## src/rtl/qbx_pkg.sv

```systemverilog
package qbx_pkg;
  localparam int BYTE_W = 8;

  typedef enum logic [2:0] {
    ST_IDLE,
    ST_ADDR,
    ST_AACK,
    ST_WR,
    ST_WACK,
    ST_RD,
    ST_RACK
  } tgt_state_e;
endpackage

```

## src/rtl/qbx_sync.sv

```systemverilog
module qbx_sync #(
  parameter int          W       = 1,
  parameter logic [W-1:0] RST_VAL = '1
) (
  input  logic         clk,
  input  logic         rst_n,
  input  logic [W-1:0] d,
  output logic [W-1:0] q
);
  logic [W-1:0] meta_q, sync_q;

  always_ff @(posedge clk or negedge rst_n) begin
    if (!rst_n) begin
      meta_q <= RST_VAL;
      sync_q <= RST_VAL;
    end else begin
      meta_q <= d;
      sync_q <= meta_q;
    end
  end

  assign q = sync_q;
endmodule

```

## src/rtl/qbx_i2c_target.sv

```systemverilog
module qbx_i2c_target
  import qbx_pkg::*;
#(
  parameter logic [3:0] ADDR_HI = 4'b0100
) (
  input  logic              clk,
  input  logic              rst_n,
  input  logic              scl_s,
  input  logic              sda_s,
  input  logic [2:0]        strap,
  input  logic [BYTE_W-1:0] tx_byte,
  output logic              sda_oe,
  output logic              wr_stb,
  output logic [BYTE_W-1:0] wr_data,
  output logic              rd_cap
);
  localparam logic [6:0] ADDR_BASE = {ADDR_HI, 3'b000};

  tgt_state_e        state_q, state_n;
  logic              scl_d, sda_d;
  logic [3:0]        cnt_q, cnt_n;
  logic [BYTE_W-1:0] sh_q, sh_n;
  logic              rw_q, rw_n, ack_q, ack_n;
  logic              oe_q, oe_n, wr_q, wr_n, cap_q, cap_n;
  logic              scl_rise, scl_fall, start_ev, stop_ev;
  logic [6:0]        my_addr;

  assign my_addr  = ADDR_BASE | {4'b0000, strap};
  assign scl_rise = scl_s & ~scl_d;
  assign scl_fall = ~scl_s & scl_d;
  assign start_ev = scl_s & scl_d & sda_d & ~sda_s;
  assign stop_ev  = scl_s & scl_d & ~sda_d & sda_s;

  always_comb begin
    state_n = state_q;
    cnt_n   = cnt_q;
    sh_n    = sh_q;
    rw_n    = rw_q;
    ack_n   = ack_q;
    oe_n    = oe_q;
    wr_n    = 1'b0;
    cap_n   = 1'b0;
    if (stop_ev) begin
      state_n = ST_IDLE;
      oe_n    = 1'b0;
    end else if (start_ev) begin
      state_n = ST_ADDR;
      cnt_n   = 4'd0;
      oe_n    = 1'b0;
    end else begin
      unique case (state_q)
        ST_ADDR, ST_WR: begin
          if (scl_rise) begin
            sh_n  = {sh_q[BYTE_W-2:0], sda_s};
            cnt_n = cnt_q + 4'd1;
          end else if (scl_fall && cnt_q == 4'd8) begin
            if (state_q == ST_WR) begin
              wr_n    = 1'b1;
              oe_n    = 1'b1;
              state_n = ST_WACK;
            end else if (sh_q[7:1] == my_addr) begin
              oe_n    = 1'b1;
              rw_n    = sh_q[0];
              cap_n   = sh_q[0];
              state_n = ST_AACK;
            end else begin
              state_n = ST_IDLE;
            end
          end
        end
        ST_AACK: begin
          if (scl_fall) begin
            if (rw_q) begin
              state_n = ST_RD;
              oe_n    = ~tx_byte[7];
              cnt_n   = 4'd1;
            end else begin
              state_n = ST_WR;
              oe_n    = 1'b0;
              cnt_n   = 4'd0;
            end
          end
        end
        ST_WACK: begin
          if (scl_fall) begin
            state_n = ST_WR;
            oe_n    = 1'b0;
            cnt_n   = 4'd0;
          end
        end
        ST_RD: begin
          if (scl_fall) begin
            if (cnt_q == 4'd8) begin
              oe_n    = 1'b0;
              state_n = ST_RACK;
            end else begin
              oe_n  = ~tx_byte[3'd7 - cnt_q[2:0]];
              cnt_n = cnt_q + 4'd1;
            end
          end
        end
        ST_RACK: begin
          if (scl_rise) begin
            ack_n = ~sda_s;
            cap_n = ~sda_s;
          end else if (scl_fall) begin
            if (ack_q) begin
              state_n = ST_RD;
              oe_n    = ~tx_byte[7];
              cnt_n   = 4'd1;
            end else begin
              state_n = ST_IDLE;
            end
          end
        end
        default: ;
      endcase
    end
  end

  always_ff @(posedge clk or negedge rst_n) begin
    if (!rst_n) begin
      state_q <= ST_IDLE;
      scl_d   <= 1'b1;
      sda_d   <= 1'b1;
      cnt_q   <= 4'd0;
      sh_q    <= '0;
      rw_q    <= 1'b0;
      ack_q   <= 1'b0;
      oe_q    <= 1'b0;
      wr_q    <= 1'b0;
      cap_q   <= 1'b0;
    end else begin
      state_q <= state_n;
      scl_d   <= scl_s;
      sda_d   <= sda_s;
      cnt_q   <= cnt_n;
      sh_q    <= sh_n;
      rw_q    <= rw_n;
      ack_q   <= ack_n;
      oe_q    <= oe_n;
      wr_q    <= wr_n;
      cap_q   <= cap_n;
    end
  end

  assign sda_oe  = oe_q;
  assign wr_stb  = wr_q;
  assign wr_data = sh_q;
  assign rd_cap  = cap_q;
endmodule

```

## src/rtl/qbx_port_core.sv

```systemverilog
module qbx_port_core #(
  parameter int LINES = 8
) (
  input  logic             clk,
  input  logic             rst_n,
  input  logic [LINES-1:0] line_s,
  input  logic             wr_stb,
  input  logic [LINES-1:0] wr_data,
  input  logic             rd_cap,
  output logic [LINES-1:0] snap,
  output logic [LINES-1:0] drive_low,
  output logic [LINES-1:0] level,
  output logic             int_oe
);
  logic [LINES-1:0] latch_q, latch_n, snap_q, snap_n, lvl_q, lvl_n;
  logic [LINES-1:0] eff, new_eff, chg;
  logic             int_q, int_n;

  assign eff     = latch_q & line_s;
  assign new_eff = wr_data & line_s;
  assign chg     = eff ^ new_eff;

  always_comb begin
    latch_n = latch_q;
    snap_n  = snap_q;
    int_n   = int_q;
    if (rd_cap) begin
      snap_n = eff;
      int_n  = 1'b0;
    end else if (wr_stb) begin
      latch_n = wr_data;
      int_n   = (new_eff != snap_q);
    end else if (eff != snap_q) begin
      int_n = 1'b1;
    end
  end

  for (genvar i = 0; i < LINES; i++) begin : g_lvl
    assign lvl_n[i] = (wr_stb && chg[i]) ? new_eff[i] : lvl_q[i];
  end

  always_ff @(posedge clk or negedge rst_n) begin
    if (!rst_n) begin
      latch_q <= '1;
      snap_q  <= '1;
      lvl_q   <= '1;
      int_q   <= 1'b0;
    end else begin
      latch_q <= latch_n;
      snap_q  <= snap_n;
      lvl_q   <= lvl_n;
      int_q   <= int_n;
    end
  end

  assign snap      = snap_q;
  assign drive_low = ~latch_q;
  assign level     = lvl_q;
  assign int_oe    = int_q;
endmodule

```

## src/rtl/qbport_expander.sv

```systemverilog
module qbport_expander
  import qbx_pkg::*;
#(
  parameter logic [3:0] ADDR_HI = 4'b0100
) (
  input  logic              clk,
  input  logic              rst_n,
  input  logic              scl_i,
  input  logic              sda_i,
  output logic              sda_oe,
  input  logic [2:0]        addr_pins,
  input  logic [BYTE_W-1:0] pin_in,
  output logic [BYTE_W-1:0] pin_drive_low,
  output logic [BYTE_W-1:0] pin_level,
  output logic              int_oe
);
  logic [1:0]        rst_ff;
  logic              rst_ns;
  logic [1:0]        bus_s;
  logic [BYTE_W-1:0] line_s, wr_data, snap;
  logic              wr_stb, rd_cap;

  always_ff @(posedge clk or negedge rst_n) begin
    if (!rst_n) rst_ff <= 2'b00;
    else        rst_ff <= {rst_ff[0], 1'b1};
  end
  assign rst_ns = rst_ff[1];

  qbx_sync #(.W(2), .RST_VAL(2'b11)) u_bus_sync (
    .clk(clk), .rst_n(rst_ns), .d({scl_i, sda_i}), .q(bus_s)
  );

  qbx_sync #(.W(BYTE_W), .RST_VAL({BYTE_W{1'b1}})) u_line_sync (
    .clk(clk), .rst_n(rst_ns), .d(pin_in), .q(line_s)
  );

  qbx_i2c_target #(.ADDR_HI(ADDR_HI)) u_target (
    .clk(clk), .rst_n(rst_ns), .scl_s(bus_s[1]), .sda_s(bus_s[0]),
    .strap(addr_pins), .tx_byte(snap), .sda_oe(sda_oe),
    .wr_stb(wr_stb), .wr_data(wr_data), .rd_cap(rd_cap)
  );

  qbx_port_core #(.LINES(BYTE_W)) u_core (
    .clk(clk), .rst_n(rst_ns), .line_s(line_s), .wr_stb(wr_stb),
    .wr_data(wr_data), .rd_cap(rd_cap), .snap(snap),
    .drive_low(pin_drive_low), .level(pin_level), .int_oe(int_oe)
  );
endmodule

```

## config.mk

```make
export PLATFORM = sky130hd
export DESIGN_NAME = qbport_expander
export DESIGN_NICKNAME = d
export VERILOG_FILES = /design/src/rtl/qbx_pkg.sv /design/src/rtl/qbx_sync.sv /design/src/rtl/qbx_i2c_target.sv /design/src/rtl/qbx_port_core.sv /design/src/rtl/qbport_expander.sv
export SDC_FILE = /design/constraint.sdc
export NUM_CORES = 1
export LEC_CHECK = 0
export BUFFER_PORTS_ARGS = -buffer_cell sky130_fd_sc_hd__buf_2
export CORE_MARGIN = 2
export CORE_UTILIZATION = 30
export CTS_CLUSTER_DIAMETER = 150
export DETAILED_ROUTE_END_ITERATION = 7
export GPL_TIMING_DRIVEN = 0
export REMOVE_ABC_BUFFERS = 1
export SETUP_SLACK_MARGIN = 0.5
export SLEW_MARGIN = 20
export SYNTH_ARGS = -nofsm -noshare
export SYNTH_HDL_FRONTEND = slang
export SYNTH_HIERARCHICAL = 1
export SYNTH_SLANG_ARGS = --single-unit
```

## constraint.sdc

```tcl
create_clock -name clk -period 2.6 [get_ports clk]
set_input_delay 0.13 -clock clk [delete_from_list [all_inputs] [get_ports clk]]
set_output_delay 0.13 -clock clk [all_outputs]
set_load 0.02 [all_outputs]
```

==> flow_summary.json, run 1 <==
{
  "drt_wl_total_mm": 6.90,
  "outcome": "finished clean",
  "cts-root-buf": "clkbuf_8",
  "cap_viol_max_count": 0,
  "cp-end-kind": "register",
  "place_hpwl_mm": 4.64,
  "number_of_buffers_inserted_during_clock_tree_synthesis": 9,
  "postPlaceCellArea_um2": 3500,
  "seqCellArea_um2": 1790,
  "path_clk_slew_ps": 70,
  "final.setup_skew_ps": 12.8,
  "cts_tree": "built",
  "ffs_latches_synth": 69,
  "synthTopCellsByArea": "dfstp_2 (38%), dfrtp_1 (18%), o21ai_0 (6.0%)",
  "num_antenna_cells": 0,
  "antenna_violations_before_repair": 0,
  "cp.depth": 7,
  "start_kind": "register",
  "cp.required_ps": 2850,
  "rr_startpoint": "u_target/cnt_q[1]",
  "detailed_router_iteration_count_before_antenna_repair": 4,
  "multiInputGateArea_um2": 1290,
  "rr_worst_depth": 7,
  "design.die.area_um2": 11500,
  "synth-edff-count": 0,
  "clock_latency_reported_for_the_late_side_of_the_worst_skew_pair_ps": 350,
  "p_sw_frac": 0.237,
  "power.share.clock": 0.398,
  "slowest_delay_ps": 460,
  "crit_buf_inv": 1,
  "io-pin-count": 33,
  "holdWs_ps": 80.9,
  "comb_power_frac": 0.058,
  "fin_crit_sh": 0.767,
  "setup_viol": 0,
  "vdd.ir_drop.worst_mv": 0.285,
  "crit_chain": "inv_1 > ha_1 > and3b_1 > o211ai_1 > o21ai_1 > or3_1 > a32o_1",
  "post-route-cell-area_um2": 3820,
  "detail_route.vias_per_cell": 4.87,
  "synthesis.area_per_instance_um2": 10.7,
  "hold_class": "input port to asynchronous set/reset pin",
  "share_of_the_synthesized_area_in_the_top_cell_type": 0.378,
  "buffer_ports.inserted": 32,
  "yosys_warnings": 6,
  "drive_above_1_share": 0.327,
  "placeableCoreArea_um2": 10300,
  "asyncSetResetFlopFracSynth": 1.00,
  "p_leak_nw": 1.58,
  "syn_area_um2": 3200,
  "yosysTopAreaCell": "dfstp_2",
  "reg2reg_slack_ps": 600,
  "post_syn_instances": 300,
  "global_route.usage.total": 0.127,
  "postLayoutSetupSlackWorst_ps": 605,
  "crit_type": "register to register",
  "cts_max_level": 3,
  "critical-path-slowest-cell": "dfrtp_1",
  "nets": 364,
  "num_vias": 2378,
  "fillerInstances": 1008,
  "grt_max_degree": 41,
  "grt-ovfl-total": 0,
  "cts_buffer_depth": 2,
  "first_pass_grt_wire_length_mm": 11.3,
  "dominantRegCellSynth": "dfstp_2",
  "mostFrequentLayoutCell": "dfstp_2",
  "die_w_um": 107,
  "crit_family": "simple AND/OR/NAND/NOR gates",
  "power_switching_mw": 0.517,
  "max-slew-margin-rel": 0.515,
  "post-layout-total-power_mw": 2.18,
  "clock_sink_count": 69,
  "timing.final.hold_violations": 0,
  "rsz0062_at_grt": "yes",
  "first_global_vias": 2295,
  "achievable-frequency_mhz": 501,
  "rows": 37,
  "timing.rr.end": "u_target/cnt_q[3]",
  "gp_routability_congestion": 0.836,
  "worstMarginPinSlew_ps": 728,
  "commonest_cells_after_routing_fill_and_taps_aside": "dfstp_2 (46), nand2_1 (40), o21ai_0 (38), buf_2 (32), dfrtp_1 (21)",
  "ys_seq_area_frac": 0.558,
  "initial_utilization": 0.310,
  "final_count_of_pins_violating_max_slew": 0,
  "postRouteAntennaNets": 0,
  "cellPowerDensity_nw_per_um2": 570,
  "timing.critical_path.arrival_ps": 2240,
  "flow.area_growth_from_synthesis_pct": 19.7,
  "synth_cell_type_count": 56,
  "portion_of_total_power_attributed_to_sequential_cells": 0.544,
  "internal_power_mw": 1.66,
  "die_h_um": 107,
  "route.detailed.wl_per_inst_um": 14.1,
  "dp_slack_ps": 310,
  "detail_route.iter0.violations": 183,
  "finalCriticalPeriod_ps": 2000,
  "detail_route.drc_violations": 0,
  "worstPathMaxFanout": 6
}
-- metrics by stage --
stage	TNS (ps)	std cells	utilization
2_1_floorplan	0	291	-
3_3_place_gp	-4380	459	0.337
3_5_place_dp	0	460	0.339
4_1_cts	0	488	0.369
5_1_grt	0	488	0.370
6_report	0	488	0.370
-- what timing repair did --
item | CTS | global route
hold buffers | 11 | 0
endpoints found under the setup margin | 3 | 5
endpoints found under the hold margin | 12 | 0
pin swaps | 1 | 0
buffers inserted | 1 | 0
resized for setup | 0 | 3
-- cell usage after synthesis (3+ instances only) --
cell type,n
nor2_1,6
buf_2,5
a21oi_1,4
nand2_1,40
a31oi_1,10
mux2_2,7
nand3_1,12
nand2b_1,3
dfstp_2,46
inv_1,20
nor2b_1,3
o21ai_0,38
nor3_1,7
xnor2_1,17
dfrtp_1,23
o21ai_1,7
-- flip-flops by register name, summed over array words and instances, names as in the netlist --
signal,count
u_target/cnt_q,4
u_target/rd_cap,1
u_target/rw_q,1
u_target/scl_d,1
u_target/sda_d,1
rst_ff,2
u_core/snap,8
u_target/state_q,3
u_core/latch_q,8
u_target/sda_oe,1
u_core/level,8
u_core/int_oe,1
u_target/wr_data,8
u_bus_sync/meta_q,2
u_line_sync/meta_q,8
u_line_sync/q,8
u_target/wr_stb,1
u_target/ack_q,1
u_bus_sync/q,2
-- metal layers --
| metal | global-route usage | up-vias | routed length (um) |
|---|---|---|---|
| li1 | - | 1145 | - |
| met1 | 0.167 | 1177 | 3300 |
| met2 | 0.202 | 47 | 3240 |
| met3 | 0.0274 | 9 | 214 |
| met4 | 0.0529 | 0 | 138 |
| met5 | 0 | - | 0 |
-- worst max path at each step --
stage                        end                start
2_1_floorplan      u_core/int_oe            rst_ff[1]
3_3_place_gp       u_core/int_oe            rst_ff[1]
3_5_place_dp   u_target/cnt_q[3]  u_target/state_q[0]
4_1_cts          u_target/rd_cap  u_target/wr_data[4]
5_1_grt        u_target/cnt_q[3]    u_target/cnt_q[1]
6_report       u_target/cnt_q[3]    u_target/cnt_q[1]
-- power by group through the flow --
stage               logic [mW]  clock network (mW)  registers (mW)
floorplan               0.0751                   0            1.19
global route             0.143               0.942            1.20
finish                   0.127               0.867            1.19
CTS                      0.129               0.895            1.19
global placement        0.0979                   0            1.21
detailed placement       0.114                   0            1.20
-- kinds of logic after synthesis --
kind of cell / after synthesis / synth area share
XOR/XNOR: 20 / 0.0572
adder cells (fa/ha/maj): 2 / 0.00783
AO/OA/AOI/OAI: 78 / 0.147
buffers and inverters: 30 / 0.0395
flip-flops: 69 / 0.558
multiplexers: 11 / 0.0454
AND/OR/NAND/NOR: 89 / 0.144
other: 1 / 0.00117
-- layout make-up --
| cell class | count | area share |
|---|---|---|
| well taps | 136 | 0.0445 |
| clock inverters | 4 | 0.0128 |
| flip-flops and latches | 69 | 0.468 |
| inverters | 21 | 0.0206 |
| clock buffers | 12 | 0.0380 |
| repair buffers | 45 | 0.0779 |
| multi-input cells | 201 | 0.338 |
(Power assumes the default switching activity.)
==> run 2: changes to the inputs <==
clock period = 1.75 ns   (was 2.6 ns; I/O delays follow)
==> flow_summary.json, run 2 (synthesis results as in run 1) <==
{
  "postPlaceCellArea_um2": 3500,
  "design.die.area_um2": 11500,
  "setup_viol": 2,
  "clock_latency_reported_for_the_late_side_of_the_worst_skew_pair_ps": 350,
  "grt_max_degree": 41,
  "vdd.ir_drop.worst_mv": 0.444,
  "rsz0062_at_grt": "yes",
  "die_w_um": 107,
  "first_global_vias": 2537,
  "comb_power_frac": 0.117,
  "die_h_um": 107,
  "crit_chain": "inv_2 > ha_4 > and3b_2 > o211ai_1 > o21ai_2 > or3_1 > a32o_1",
  "clock_sink_count": 69,
  "placed_cells_incl_taps": 460,
  "nets": 405,
  "failed_checks": "negative setup slack",
  "rr_worst_depth": 7,
  "antenna_violations_before_repair": 0,
  "cellPowerDensity_nw_per_um2": 779,
  "postRouteAntennaNets": 0,
  "power.share.clock": 0.375,
  "portion_of_total_power_attributed_to_sequential_cells": 0.507,
  "initial_utilization": 0.310,
  "reg2reg_slack_ps": -50,
  "slowest_delay_ps": 380,
  "instances_no_fill": 529,
  "placeableCoreArea_um2": 10300,
  "crit_buf_inv": 1,
  "flow.area_growth_from_synthesis_pct": 38.7,
  "num_antenna_cells": 0,
  "detail_route.vias_per_cell": 5.00,
  "rr_startpoint": "u_target/cnt_q[0]",
  "cap_viol_max_count": 0,
  "cts_max_level": 3,
  "final_count_of_pins_violating_max_slew": 0,
  "crit_type": "register to register",
  "mostFrequentLayoutCell": "dfstp_2",
  "cts_buffer_depth": 2,
  "rows": 37,
  "number_of_buffers_inserted_during_clock_tree_synthesis": 9,
  "drt_wl_total_mm": 8.14,
  "timing.critical_path.arrival_ps": 2050,
  "cts-root-buf": "clkbuf_8",
  "global_route.usage.total": 0.141,
  "drive_above_1_share": 0.494,
  "buffer_ports.inserted": 32,
  "cp.required_ps": 1990,
  "cp-end-kind": "register",
  "first_pass_grt_wire_length_mm": 12.6,
  "internal_power_mw": 2.61,
  "fin_crit_sh": 1.03,
  "grt-ovfl-total": 0,
  "detail_route.iter0.violations": 161,
  "start_kind": "register",
  "postLayoutSetupSlackWorst_ps": -52.5,
  "finalCriticalPeriod_ps": 1800,
  "crit_family": "compound AO/OA/AOI/OAI gates",
  "post-route-cell-area_um2": 4430,
  "place_hpwl_mm": 4.64,
  "io-pin-count": 33,
  "final.setup_skew_ps": 12.6,
  "commonest_cells_after_routing_fill_and_taps_aside": "dfstp_2 (46), nand2_1 (40), buf_4 (32), o21ai_0 (32), buf_2 (31)",
  "critical-path-slowest-cell": "dfrtp_2",
  "p_leak_nw": 1.84,
  "detailed_router_iteration_count_before_antenna_repair": 6,
  "power_switching_mw": 0.845,
  "detail_route.drc_violations": 0,
  "num_vias": 2646,
  "timing.final.hold_violations": 0,
  "seqCellArea_um2": 1810,
  "gp_routability_congestion": 0.836,
  "fillerInstances": 947,
  "multiInputGateArea_um2": 1500,
  "cts_tree": "built",
  "worstPathMaxFanout": 4,
  "achievable-frequency_mhz": 555,
  "timing.rr.end": "u_target/cnt_q[3]",
  "path_clk_slew_ps": 70,
  "route.detailed.wl_per_inst_um": 15.4,
  "outcome": "finished with violations",
  "hold_class": "input port to asynchronous set/reset pin",
  "p_sw_frac": 0.245
}
run 2: changes by cell type in the layout (fill, tap and decap cells not counted), sizes merged:
cell and delta:
buf +41
run 2: area by class of cell:
type,instances,area share
Sequential cell,69,0.408
Multi-Input combinational cell,201,0.337
Timing Repair Buffer,86,0.154
Tap cell,136,0.0384
Clock buffer,12,0.0327
Inverter,21,0.0184
Clock inverter,4,0.0110
run 2: power groups by stage:
stage / logic, mW / clock network, mW / registers, mW
after global placement: 0.145 / 0 / 1.80
after floorplan: 0.112 / 0 / 1.77
after CTS: 0.326 / 1.33 / 1.75
final: 0.406 / 1.30 / 1.75
after detailed placement: 0.170 / 0 / 1.79
after global routing: 0.432 / 1.40 / 1.76
run 2: how the worst max path moves through the flow:
stage	from	end	slack, ps	depth (start not counted)
3_3_place_gp	rst_ff[1]	u_core/int_oe	-1060	0
3_5_place_dp	u_target/state_q[0]	u_target/cnt_q[3]	-540	5
2_1_floorplan	rst_ff[1]	u_core/int_oe	-230	0
6_report	u_target/cnt_q[0]	u_target/cnt_q[3]	-50	7
5_1_grt	u_target/cnt_q[0]	u_target/cnt_q[3]	-140	7
4_1_cts	u_target/cnt_q[0]	u_target/sda_oe	20	5
run 2: stage by stage:
stage / setup TNS (ps) / hold slack, ps / util / setup slack, ps / power [mW]
3_3_place_gp: -43820 / -127 / 0.337 / -1060 / 1.95
6_report: -55.3 / 37.8 / 0.429 / -52.5 / 3.45
2_1_floorplan: -5180 / -208 / - / -233 / 1.88
3_5_place_dp: -3370 / -126 / 0.339 / -540 / 1.96
5_1_grt: -384 / 30.0 / 0.429 / -141 / 3.60
4_1_cts: 0 / 32.3 / 0.406 / 22.8 / 3.41
run 2: timing repair:
action	4_1_cts	5_1_grt
hold buffers	11	0
endpoints found under the hold margin	12	0
resized for setup	50	26
pin swaps	16	10
setup endpoints to repair	37	39
setup buffers	27	15
run 2: per-layer routing:
layer | routed length [um] | global-route usage
met3 | 435 | 0.0292
met1 | 3590 | 0.185
met4 | 131 | 0.0659
met2 | 3980 | 0.224
met5 | 0 | 0
==> run 3: changes to the inputs <==
CTS_BUF_LIST = sky130_fd_sc_hd__clkbuf_8 sky130_fd_sc_hd__clkbuf_16   (was unset)
==> flow_summary.json, run 3 (synthesis results as in run 1) <==
{
  "postRouteAntennaNets": 0,
  "rsz0062_at_grt": "yes",
  "io-pin-count": 33,
  "start_kind": "register",
  "flow.area_growth_from_synthesis_pct": 38.7,
  "final_count_of_pins_violating_max_slew": 0,
  "p_leak_nw": 1.84,
  "cts_buffer_depth": 2,
  "first_global_vias": 2537,
  "cts-root-buf": "clkbuf_8",
  "cp.required_ps": 2000,
  "nets": 405,
  "place_hpwl_mm": 4.64,
  "number_of_buffers_inserted_during_clock_tree_synthesis": 9,
  "outcome": "finished with violations",
  "cts_tree": "built",
  "gp_routability_congestion": 0.836,
  "slowest_delay_ps": 380,
  "antenna_violations_before_repair": 0,
  "finalCriticalPeriod_ps": 1800,
  "placeableCoreArea_um2": 10300,
  "num_vias": 2657,
  "route.detailed.wl_per_inst_um": 15.4,
  "clock_sink_count": 69,
  "grt-ovfl-total": 0,
  "placed_cells_incl_taps": 460,
  "post-route-cell-area_um2": 4430,
  "timing.final.hold_violations": 0,
  "setup_viol": 2,
  "cellPowerDensity_nw_per_um2": 778,
  "commonest_cells_after_routing_fill_and_taps_aside": "dfstp_2 (46), nand2_1 (40), buf_4 (32), o21ai_0 (32), buf_2 (31)",
  "worstPathMaxFanout": 4,
  "die_w_um": 107,
  "startpoint": "u_target/cnt_q[0]",
  "clock_latency_reported_for_the_late_side_of_the_worst_skew_pair_ps": 360,
  "crit_type": "register to register",
  "rr_worst_depth": 7,
  "timing.critical_path.arrival_ps": 2050,
  "postPlaceCellArea_um2": 3500,
  "mostFrequentLayoutCell": "dfstp_2",
  "cp-end-kind": "register",
  "reg2reg_slack_ps": -50,
  "grt_max_degree": 41,
  "failed_checks": "negative setup slack",
  "achievable-frequency_mhz": 554,
  "critical-path-slowest-cell": "dfrtp_2",
  "global_route.usage.total": 0.141,
  "num_antenna_cells": 0,
  "vdd.ir_drop.worst_mv": 0.445,
  "buffer_ports.inserted": 32,
  "die_h_um": 107,
  "cts_max_level": 3,
  "detailed_router_iteration_count_before_antenna_repair": 5,
  "path_clk_slew_ps": 70,
  "first_pass_grt_wire_length_mm": 12.6,
  "drive_above_1_share": 0.494,
  "detail_route.iter0.violations": 161,
  "rr_startpoint": "u_target/cnt_q[0]",
  "final.setup_skew_ps": 12.4,
  "rows": 37,
  "cap_viol_max_count": 0,
  "instances_no_fill": 529,
  "crit_chain": "inv_2 > ha_4 > and3b_2 > o211ai_1 > o21ai_2 > or3_1 > a32o_1",
  "hold_class": "input port to asynchronous set/reset pin",
  "timing.rr.end": "u_target/cnt_q[3]",
  "detail_route.vias_per_cell": 5.02,
  "initial_utilization": 0.310,
  "fillerInstances": 947,
  "postLayoutSetupSlackWorst_ps": -54.9,
  "design.die.area_um2": 11500,
  "drt_wl_total_mm": 8.13,
  "fin_crit_sh": 1.03,
  "detail_route.drc_violations": 0
}
## run 3: cell count changes in the layout (fill, tap and decap cells not counted), sizes merged
| cell | delta |
|---|---|
| clkbuf | -2 |
| inv | +2 |
## run 3: routing by layer
metal  GRT usage  routed length [um]
met1       0.185                3610
met2       0.224                3980
met3      0.0292                 380
met4      0.0659                 162
met5           0                   0
## run 3: area by class of cell
cell class | instances | area (um^2) | area share
sequential | 69 | 1810 | 0.408
timing repair buffer | 86 | 684 | 0.154
clock buffer | 10 | 138 | 0.0311
multi-input combinational | 201 | 1500 | 0.337
tap | 136 | 170 | 0.0384
inverter | 21 | 81.3 | 0.0184
clock inverter | 6 | 56.3 | 0.0127
## run 3: what timing repair did
item                                    in CTS  in global routing
hold buffers                                11                  0
hold endpoints to repair                    12                  0
pin swaps                                   16                 10
setup buffers                               27                 15
endpoints found under the setup margin      37                 39
resized for setup                           50                 26
## run 3: per-stage QoR
stage / hold slack, ps / setup slack (ps) / utilization / total power [mW] / TNS, ps
after floorplan: -208 / -233 / - / 1.88 / -5180
after global placement: -127 / -1060 / 0.337 / 1.95 / -43820
after detailed placement: -126 / -540 / 0.339 / 1.96 / -3370
after CTS: 32.0 / 22.8 / 0.406 / 3.40 / 0
after global routing: 29.5 / -141 / 0.429 / 3.59 / -384
final: 33.7 / -54.9 / 0.429 / 3.45 / -60.2
## run 3: worst max-delay path by stage
stage / end / slack [ps] / cells after the start
floorplan: u_core/int_oe / -230 / 0
global placement: u_core/int_oe / -1060 / 0
detailed placement: u_target/cnt_q[3] / -540 / 5
CTS: u_target/sda_oe / 20 / 5
global route: u_target/cnt_q[3] / -140 / 7
finish: u_target/cnt_q[3] / -50 / 7
## run 3: where the power goes
group	total [mW]	leakage, nW	internal, mW	switching [mW]
registers	1.75	0.762	1.68	0.0757
logic	0.406	0.975	0.237	0.169
clock network	1.29	0.109	0.684	0.606
total	3.45	1.84	2.60	0.850
## run 3: worst max-delay path, delay by kind of cell (launching register included)
kind,cells,cell delay [ps]
AO/OA/AOI/OAI,3,560
AND/OR/NAND/NOR,2,550
flip-flops,1,380
adder cells (fa/ha/maj),1,150
buffers and inverters,1,60
